===== src/rtl/psr_pkg.sv =====
package psr_pkg;
  localparam int PSR_W = 8;
  localparam int B_C = 0;
  localparam int B_Z = 1;
  localparam int B_I = 2;
  localparam int B_D = 3;
  localparam int B_B = 4;
  localparam int B_T = 5;
  localparam int B_V = 6;
  localparam int B_N = 7;
  localparam logic [PSR_W-1:0] PSR_RST = 8'h04;

  typedef enum logic [3:0] {
    CMD_NOP  = 4'd0,
    CMD_SETC = 4'd1,
    CMD_CLRC = 4'd2,
    CMD_SETI = 4'd3,
    CMD_CLRI = 4'd4,
    CMD_SETD = 4'd5,
    CMD_CLRD = 4'd6,
    CMD_SETT = 4'd7,
    CMD_CLRT = 4'd8,
    CMD_CLRV = 4'd9
  } psr_cmd_e;
endpackage


===== src/rtl/psr_cmd_decode.sv =====
module psr_cmd_decode
  import psr_pkg::*;
#(
  parameter int W = PSR_W
) (
  input  psr_cmd_e       cmd,
  output logic [W-1:0]   set_mask,
  output logic [W-1:0]   clr_mask
);
  always_comb begin
    set_mask = '0;
    clr_mask = '0;
    unique case (cmd)
      CMD_SETC: set_mask[B_C] = 1'b1;
      CMD_CLRC: clr_mask[B_C] = 1'b1;
      CMD_SETI: set_mask[B_I] = 1'b1;
      CMD_CLRI: clr_mask[B_I] = 1'b1;
      CMD_SETD: set_mask[B_D] = 1'b1;
      CMD_CLRD: clr_mask[B_D] = 1'b1;
      CMD_SETT: set_mask[B_T] = 1'b1;
      CMD_CLRT: clr_mask[B_T] = 1'b1;
      CMD_CLRV: clr_mask[B_V] = 1'b1;
      default: ;
    endcase
  end

  always_comb begin
    AST_CMD_EXCLUSIVE: assert ($countones({set_mask, clr_mask}) <= 1);
  end
endmodule


===== src/rtl/psr_result_path.sv =====
module psr_result_path
  import psr_pkg::*;
#(
  parameter int W  = PSR_W,
  parameter int DW = 8
) (
  input  logic          dec_mode,
  input  logic          arith_op,
  input  logic          upd_c,
  input  logic          in_c,
  input  logic          upd_zn,
  input  logic [DW-1:0] res_val,
  input  logic          upd_v,
  input  logic          in_v,
  input  logic          bit_test,
  input  logic [DW-1:0] bit_opnd,
  input  logic          irq_entry,
  input  logic          irq_is_brk,
  output logic [W-1:0]  upd_vec,
  output logic [W-1:0]  val_vec
);
  logic gate;
  assign gate = dec_mode & arith_op;

  always_comb begin
    upd_vec = '0;
    val_vec = '0;
    upd_vec[B_C] = upd_c;
    val_vec[B_C] = in_c;
    upd_vec[B_Z] = upd_zn & ~gate;
    val_vec[B_Z] = (res_val == '0);
    upd_vec[B_B] = irq_entry;
    val_vec[B_B] = irq_is_brk;
    if (bit_test) begin
      upd_vec[B_V] = 1'b1;
      val_vec[B_V] = bit_opnd[DW-2];
      upd_vec[B_N] = 1'b1;
      val_vec[B_N] = bit_opnd[DW-1];
    end else begin
      upd_vec[B_V] = upd_v & ~gate;
      val_vec[B_V] = in_v;
      upd_vec[B_N] = upd_zn & ~gate;
      val_vec[B_N] = res_val[DW-1];
    end
  end

  always_comb begin
    AST_DEC_NO_ZUPD: assert (!(gate && upd_vec[B_Z]));
  end
endmodule


===== src/rtl/psr_flag_cell.sv =====
module psr_flag_cell #(
  parameter logic RST_VAL = 1'b0
) (
  input  logic clk,
  input  logic rst_n,
  input  logic ld,
  input  logic ld_val,
  input  logic set,
  input  logic clr,
  input  logic upd,
  input  logic upd_val,
  output logic q
);
  always_ff @(posedge clk or negedge rst_n) begin
    if (!rst_n)     q <= RST_VAL;
    else if (ld)    q <= ld_val;
    else if (set)   q <= 1'b1;
    else if (clr)   q <= 1'b0;
    else if (upd)   q <= upd_val;
  end

  AST_CELL_LOAD: assert property (@(posedge clk) disable iff (!rst_n)
    ld |=> q == $past(ld_val));
endmodule


===== src/rtl/psr_flags.sv =====
module psr_flags
  import psr_pkg::*;
#(
  parameter int DW = 8
) (
  input  logic          clk,
  input  logic          rst_n,
  input  logic          upd_c,
  input  logic          in_c,
  input  logic          upd_zn,
  input  logic [DW-1:0] res_val,
  input  logic          upd_v,
  input  logic          in_v,
  input  logic          arith_op,
  input  logic          bit_test,
  input  logic [DW-1:0] bit_opnd,
  input  logic [3:0]    cmd,
  input  logic          irq_entry,
  input  logic          irq_is_brk,
  input  logic          irq_req,
  input  logic          pull_load,
  input  logic [DW-1:0] pull_data,
  output logic [DW-1:0] status,
  output logic [DW-1:0] push_val,
  output logic          irq_ok,
  output logic          flag_c,
  output logic          flag_z,
  output logic          flag_i,
  output logic          flag_d,
  output logic          flag_t,
  output logic          flag_v,
  output logic          flag_n
);
  localparam int W = PSR_W;

  logic [W-1:0] set_mask, clr_mask, set_all, upd_vec, val_vec;

  psr_cmd_decode #(.W(W)) u_dec (
    .cmd      (psr_cmd_e'(cmd)),
    .set_mask (set_mask),
    .clr_mask (clr_mask)
  );

  psr_result_path #(.W(W), .DW(DW)) u_res (
    .dec_mode   (status[B_D]),
    .arith_op   (arith_op),
    .upd_c      (upd_c),
    .in_c       (in_c),
    .upd_zn     (upd_zn),
    .res_val    (res_val),
    .upd_v      (upd_v),
    .in_v       (in_v),
    .bit_test   (bit_test),
    .bit_opnd   (bit_opnd),
    .irq_entry  (irq_entry),
    .irq_is_brk (irq_is_brk),
    .upd_vec    (upd_vec),
    .val_vec    (val_vec)
  );

  always_comb begin
    set_all = set_mask;
    set_all[B_I] = set_mask[B_I] | irq_entry;
  end

  for (genvar g = 0; g < W; g++) begin : g_cell
    psr_flag_cell #(.RST_VAL(PSR_RST[g])) u_cell (
      .clk     (clk),
      .rst_n   (rst_n),
      .ld      (pull_load),
      .ld_val  (pull_data[g]),
      .set     (set_all[g]),
      .clr     (clr_mask[g]),
      .upd     (upd_vec[g]),
      .upd_val (val_vec[g]),
      .q       (status[g])
    );
  end

  always_comb begin
    push_val = status;
    if (irq_entry) push_val[B_B] = irq_is_brk;
  end

  assign irq_ok = irq_req & ~status[B_I];
  assign flag_c = status[B_C];
  assign flag_z = status[B_Z];
  assign flag_i = status[B_I];
  assign flag_d = status[B_D];
  assign flag_t = status[B_T];
  assign flag_v = status[B_V];
  assign flag_n = status[B_N];

  AST_RESET_VAL: assert property (@(posedge clk) disable iff (!rst_n)
    $rose(rst_n) |-> status == PSR_RST);
  AST_PULL_ALL: assert property (@(posedge clk) disable iff (!rst_n)
    pull_load |=> status == $past(pull_data));
  AST_IRQ_MASK: assert property (@(posedge clk) disable iff (!rst_n)
    (irq_entry && !pull_load) |=> flag_i);
  AST_IRQ_BRK: assert property (@(posedge clk) disable iff (!rst_n)
    (irq_entry && !pull_load) |=> status[B_B] == $past(irq_is_brk));
  AST_DEC_HOLD_Z: assert property (@(posedge clk) disable iff (!rst_n)
    (flag_d && arith_op && !pull_load) |=> $stable(flag_z));
  AST_BIT_NV: assert property (@(posedge clk) disable iff (!rst_n)
    (bit_test && !pull_load) |=> flag_n == $past(bit_opnd[DW-1]));
  AST_MASKED: assert property (@(posedge clk) disable iff (!rst_n)
    flag_i |-> !irq_ok);
endmodule


===== config.mk =====
export PLATFORM = sky130hd
export DESIGN_NAME = psr_flags
export DESIGN_NICKNAME = d
export VERILOG_FILES = /design/src/rtl/psr_pkg.sv /design/src/rtl/psr_cmd_decode.sv /design/src/rtl/psr_result_path.sv /design/src/rtl/psr_flag_cell.sv /design/src/rtl/psr_flags.sv
export SDC_FILE = /design/constraint.sdc
export NUM_CORES = 1
export LEC_CHECK = 0
export CORE_AREA = 3 3 59 47
export CTS_BUF_LIST = sky130_fd_sc_hd__clkbuf_8
export CTS_CLUSTER_DIAMETER = 200
export DETAILED_ROUTE_END_ITERATION = 7
export DIE_AREA = 0 0 62 50
export PLACE_DENSITY = 0.88
export SLEW_MARGIN = 10
export SYNTH_ARGS = -nofsm -noshare
export SYNTH_HDL_FRONTEND = slang
export SYNTH_SLANG_ARGS = --single-unit

===== constraint.sdc =====
create_clock -name clk -period 1.6 [get_ports clk]
set_input_delay 0.32 -clock clk [delete_from_list [all_inputs] [get_ports clk]]
set_output_delay 0.32 -clock clk [all_outputs]
set_load 0.02 [all_outputs]

# == Yosys cells after proc, flatten, opt, wreduce, memory -nomap -nowiden ==
# Index checks and enable logic that the tools add are counted.
# word_totals
ff_bits,8
wordCells,65
out_inout_bits,24
# op_classes
muxes,33
reduce_logical,8
n_eq_ne,9
bitwise_logic,7
# op_table
op,count
1-bit 2-to-1 mux,31
"4-bit by 3-bit == test with 1-bit output, second input constant",4
3-bit nonzero test,4
"4-bit by 2-bit == test with 1-bit output, second input constant",2
"4-bit == test, second input constant",2
8-bit zero test,1
1-bit bitwise AND,4
"4-bit by 1-bit == test with 1-bit output, second input constant",1
2-bit 2-to-1 mux,2
2-bit nonzero test,2
4-bit nonzero test,1
1-bit NOT,2
1-bit bitwise OR,1

# == Longest topological paths before layout ==
# logic_depth
ltp_word,7
mapped_depth,5

# == Hierarchy ==
# Synthesis repeated with hierarchy kept, for this count alone.
# hier_totals
hier_cells,86
hier_area_um2,852.1
# by_module_without_submodules
mod,cells_per_inst,area_per_inst_um2,seq_area_each_um2,instances
psr_flag_cell (g_cell[0].u_cell ...),4,52.6,25.0,7
psr_cmd_decode,17,152.6,0.0,1
psr_result_path,20,145.1,0.0,1
psr_flags,17,132.6,0.0,1
psr_flag_cell (g_cell[2].u_cell),4,53.8,26.3,1

# == Worst setup path before layout ==
# Ideal clock, no wire load.
# synth_path
path_kind,register to register
start,register g_cell[3].u_cell.q
end,register g_cell[7].u_cell.q
setup_time_ns,0.125
n_path_buf,0
path_stages_with_launch,4
synth_period_minus_slack_ns,1.260
t_arrival_ns,1.135
slack_ns,0.340
cell_sequence,dfrtp_1 a21boi_1 nor3_1 mux2_2
# synth_via
elab_chain_cells,5
# synth_rtl
item,line,text
from (decl),psr_flag_cell.sv:12,output logic q
from (signal assigned),psr_flag_cell.sv:16,else if (ld) q <= ld_val;
from (signal assigned),psr_flag_cell.sv:19,else if (upd) q <= upd_val;
1-bit bitwise AND,psr_result_path.sv:23,assign gate = dec_mode & arith_op;
1-bit NOT,psr_result_path.sv:42,upd_vec[B_N] = upd_zn & ~gate;
1-bit bitwise AND,psr_result_path.sv:42,
2-bit 2-to-1 mux,psr_result_path.sv:34,if (bit_test) begin
2-bit nonzero test (no source line),-,
to (signal assigned),psr_flag_cell.sv:16,
to (signal assigned),psr_flag_cell.sv:19,
to (decl),psr_flag_cell.sv:12,
# Every way passes these cells.
# A chain may end at the register's enable or synchronous reset.

# == Worst setup path after layout ==
# layout_path
start,input irq_req
end,output irq_ok
# layout_via
elab_chain_cells,1
# layout_rtl
item,line,text
from (decl),psr_flags.sv:20,"input logic irq_req,"
1-bit bitwise AND,psr_flags.sv:85,assign irq_ok = irq_req & ~status[B_I];
to (decl),psr_flags.sv:25,"output logic irq_ok,"
# Every way passes these cells.

==> flow_metrics.py <==
metrics = {
    "status": {
        "status": "finished clean",
    },
    "clocking": {
        "clk_pin_slew_ns": 0.05,
        "numCtsBuffers": 3,
        "cts_root_buffer": "clkbuf_8",
        "insertion_delay_ns": 0.23,
        "htreeDepth": 1,
        "clockBufferDepth": 2,
        "ctsHoldBuffers": 0,
        "cts_tree": "done",
        "post_cts_buffers": 0,
        "cts_resized": 8,
        "clkSinkCount": 8,
    },
    "floorplanning": {
        "ios": 65,
        "die_h_um": 50,
        "core_um2": 2270,
        "die_w_um": 62,
        "start_util": 0.280,
        "die_area_um2": 3100,
        "rows": 15,
    },
    "detailed_routing": {
        "num_vias": 700,
        "postRouteAntennaNets": 0,
        "drc": 0,
        "totalWireLength_um": 2010,
        "avgViaCountPerCell": 4.38,
        "wl_per_cell_um": 12.6,
        "drt_first_iter_violations": 4,
        "drt_pre_antenna_iters": 4,
    },
    "critical_path": {
        "path_cells": "clkdlybuf4s50_1, nor2b_1, dlygate4sd2_1",
        "cp_data_arrival_time_ns": 1.24,
        "worstPathMaxFanout": 1,
        "slowest_stage": "clkdlybuf4s50_1",
        "path_class": "primary input to output port",
        "setup.worst_path.end_class": "output port",
        "worstSetupStartpointType": "primary input",
        "crit_required_ns": 1.28,
        "cp_slowest_stage_delay_ns": 0.45,
    },
    "pwr": {
        "powerDensity_nw_per_um2": 680,
        "power_leakage_nw": 0.601,
        "ir_worst_vdd_mv": 0.517,
    },
    "placed_design": {
        "gp_congestion": 0.700,
        "dp_hpwl_um": 1690,
        "pre_cts_ws_ns": -0.422,
        "dpl-instance-area_um2": 1200,
        "dpl.cell_count": 156,
        "portBuffers": 58,
    },
    "sta": {
        "finClkSkew_ns": 0.0101,
        "period_needed_ns": 1.56,
        "period_share": 0.977,
        "max_slew.worst_pin.slew_ns": 0.403,
        "drv_slew": 0,
        "relSlewSlack": 0.731,
        "hold_slack_ns": 0.381,
        "setup_viol": 0,
        "fmax_mhz": 640,
        "hold_viol": 0,
        "worst_slack_ns": 0.0373,
    },
    "logic_synthesis": {
        "synth_area_leaders": "dfrtp_1 28%, buf_4 18%, mux2_2 5.3%, dfstp_2 4.1%, or3b_1 4.1%",
        "synth-seq-area-share": 0.316,
        "synth-main-ff-cell": "dfrtp_1",
        "ys_seq_elements": 8,
        "synthArstFlopShare": 1.00,
        "avgSynthCellArea_um2": 8.85,
        "synth_area_leader_cell": "dfrtp_1",
        "ys_warn_count": 0,
        "synth_compound_area_frac": 0.181,
        "synth_nets": 113,
        "synth-simple-area-share": 0.220,
        "synthAdderAreaFrac": 0,
        "syn_inst": 72,
        "yosys.area.top_type_share": 0.275,
        "synthesis.area_um2": 637,
        "ys_types": 26,
        "synthMuxAreaShare": 0.0845,
        "synth_top_family_by_area": "simple AND/OR/NAND/NOR gates",
        "synth-edff-count": 0,
        "yosys.area_share.xor_xnor": 0,
        "synthTopCellsByCount": "15 x buf_4, 7 x dfrtp_1, 6 x nand2_1",
        "yosysMostFrequentCell": "buf_4",
    },
    "final_layout": {
        "top_regs": "g_cell.u_cell.q x8",
        "largest_register_ffs": 8,
        "syn_to_final_growth_pct": 98.8,
        "top_register": "g_cell.u_cell.q",
        "nets": 168,
        "fill_cells": 213,
        "fin_cells": 160,
        "layout-drive-gt1-share": 0.159,
        "postLayoutCellArea_um2": 1270,
        "diodes": 0,
        "utilization": 0.558,
    },
    "global_routing": {
        "grt_max_degree": 9,
        "gr-total-overflow": 0,
        "grt_antenna_before_repair": 0,
        "grt_pass1_vias": 704,
        "grt_pass1_wl_um": 3150,
        "grt.total_usage": 0.135,
    },
    "run": {
        "drv_cap": 0,
    },
    "min_path": {
        "hold_path_class": "primary input to asynchronous set/reset pin",
    },
}
-- worst max-delay path: cells and delay by family --
kind / cells / cell delay [ns]
AND/OR/NAND/NOR: 1 / 0.13
buffers and inverters: 2 / 0.79
-- per-layer routing --
metal | track usage | routed length, um
met1 | 0.148 | 818
met4 | 0.0106 | 0
met3 | 0.0628 | 187
met5 | 0 | 0
met2 | 0.241 | 1000
-- path summary, 6_finish.rpt --
| kind | start | endpoint | slack (ns) | depth (start not counted) |
|---|---|---|---|---|
| worst min-delay path | rst_n | g_cell[6].u_cell.q | 0.38 | 1 |
| min in group clk | g_cell[2].u_cell.q | g_cell[2].u_cell.q | 0.51 | 2 |
| max in group asynchronous | rst_n | g_cell[2].u_cell.q | 0.89 | 1 |
| worst min register to register | g_cell[2].u_cell.q | g_cell[2].u_cell.q | 0.51 | 2 |
| worst max register to register | g_cell[3].u_cell.q | g_cell[7].u_cell.q | 0.38 | 4 |
| worst max-delay path | irq_req | irq_ok | 0.04 | 3 |
-- cell usage in the layout (no fill, tap or decap) --
cell type	instances
a211o_1	1
a21boi_1	2
a21oi_1	3
a22o_2	1
a311oi_1	1
a32o_1	1
and3b_2	1
and4bb_2	1
buf_4	10
clkbuf_8	3
clkdlybuf4s50_1	45
dfrtp_1	7
dfstp_2	1
dlygate4sd2_1	4
dlymetal6s2s_1	8
inv_1	2
mux2_2	2
mux2_4	1
mux2i_1	2
nand2_1	6
nand3_1	1
nor2_1	5
nor2b_1	3
nor3_1	4
nor4_1	1
o2111ai_1	1
o21ai_0	3
o31a_1	1
o31ai_1	2
or3b_1	3
-- power by group --
group	switching (W)	internal, W
Clock	0.0000880	0.000167
Sequential	0.0000179	0.000224
Combinational	0.000155	0.000209
-- cell type report --
class,count,area [um^2],area share
multi-input cells,46,313,0.247
clock buffers,3,41.3,0.0326
clock inverters,1,3.75,0.00296
inverters,1,3.75,0.00296
repair buffers,67,661,0.522
flip-flops and latches,8,201,0.159
well taps,34,42.5,0.0336
-- kinds of logic after synthesis --
kind of cell | Yosys count
AOI/OAI and AO/OA | 16
DFF | 8
muxes | 5
and+or+nand+nor | 25
buffers and inverters | 18
-- stage by stage --
step | power (W) | setup TNS [ns]
final | 0.000861 | 0
after CTS | 0.000880 | -0.0457
after floorplan | 0.000431 | 0
after global routing | 0.000912 | -0.00440
after detailed placement | 0.000621 | -0.724
after global placement | 0.000612 | -0.634
(Power assumes the default switching activity.)
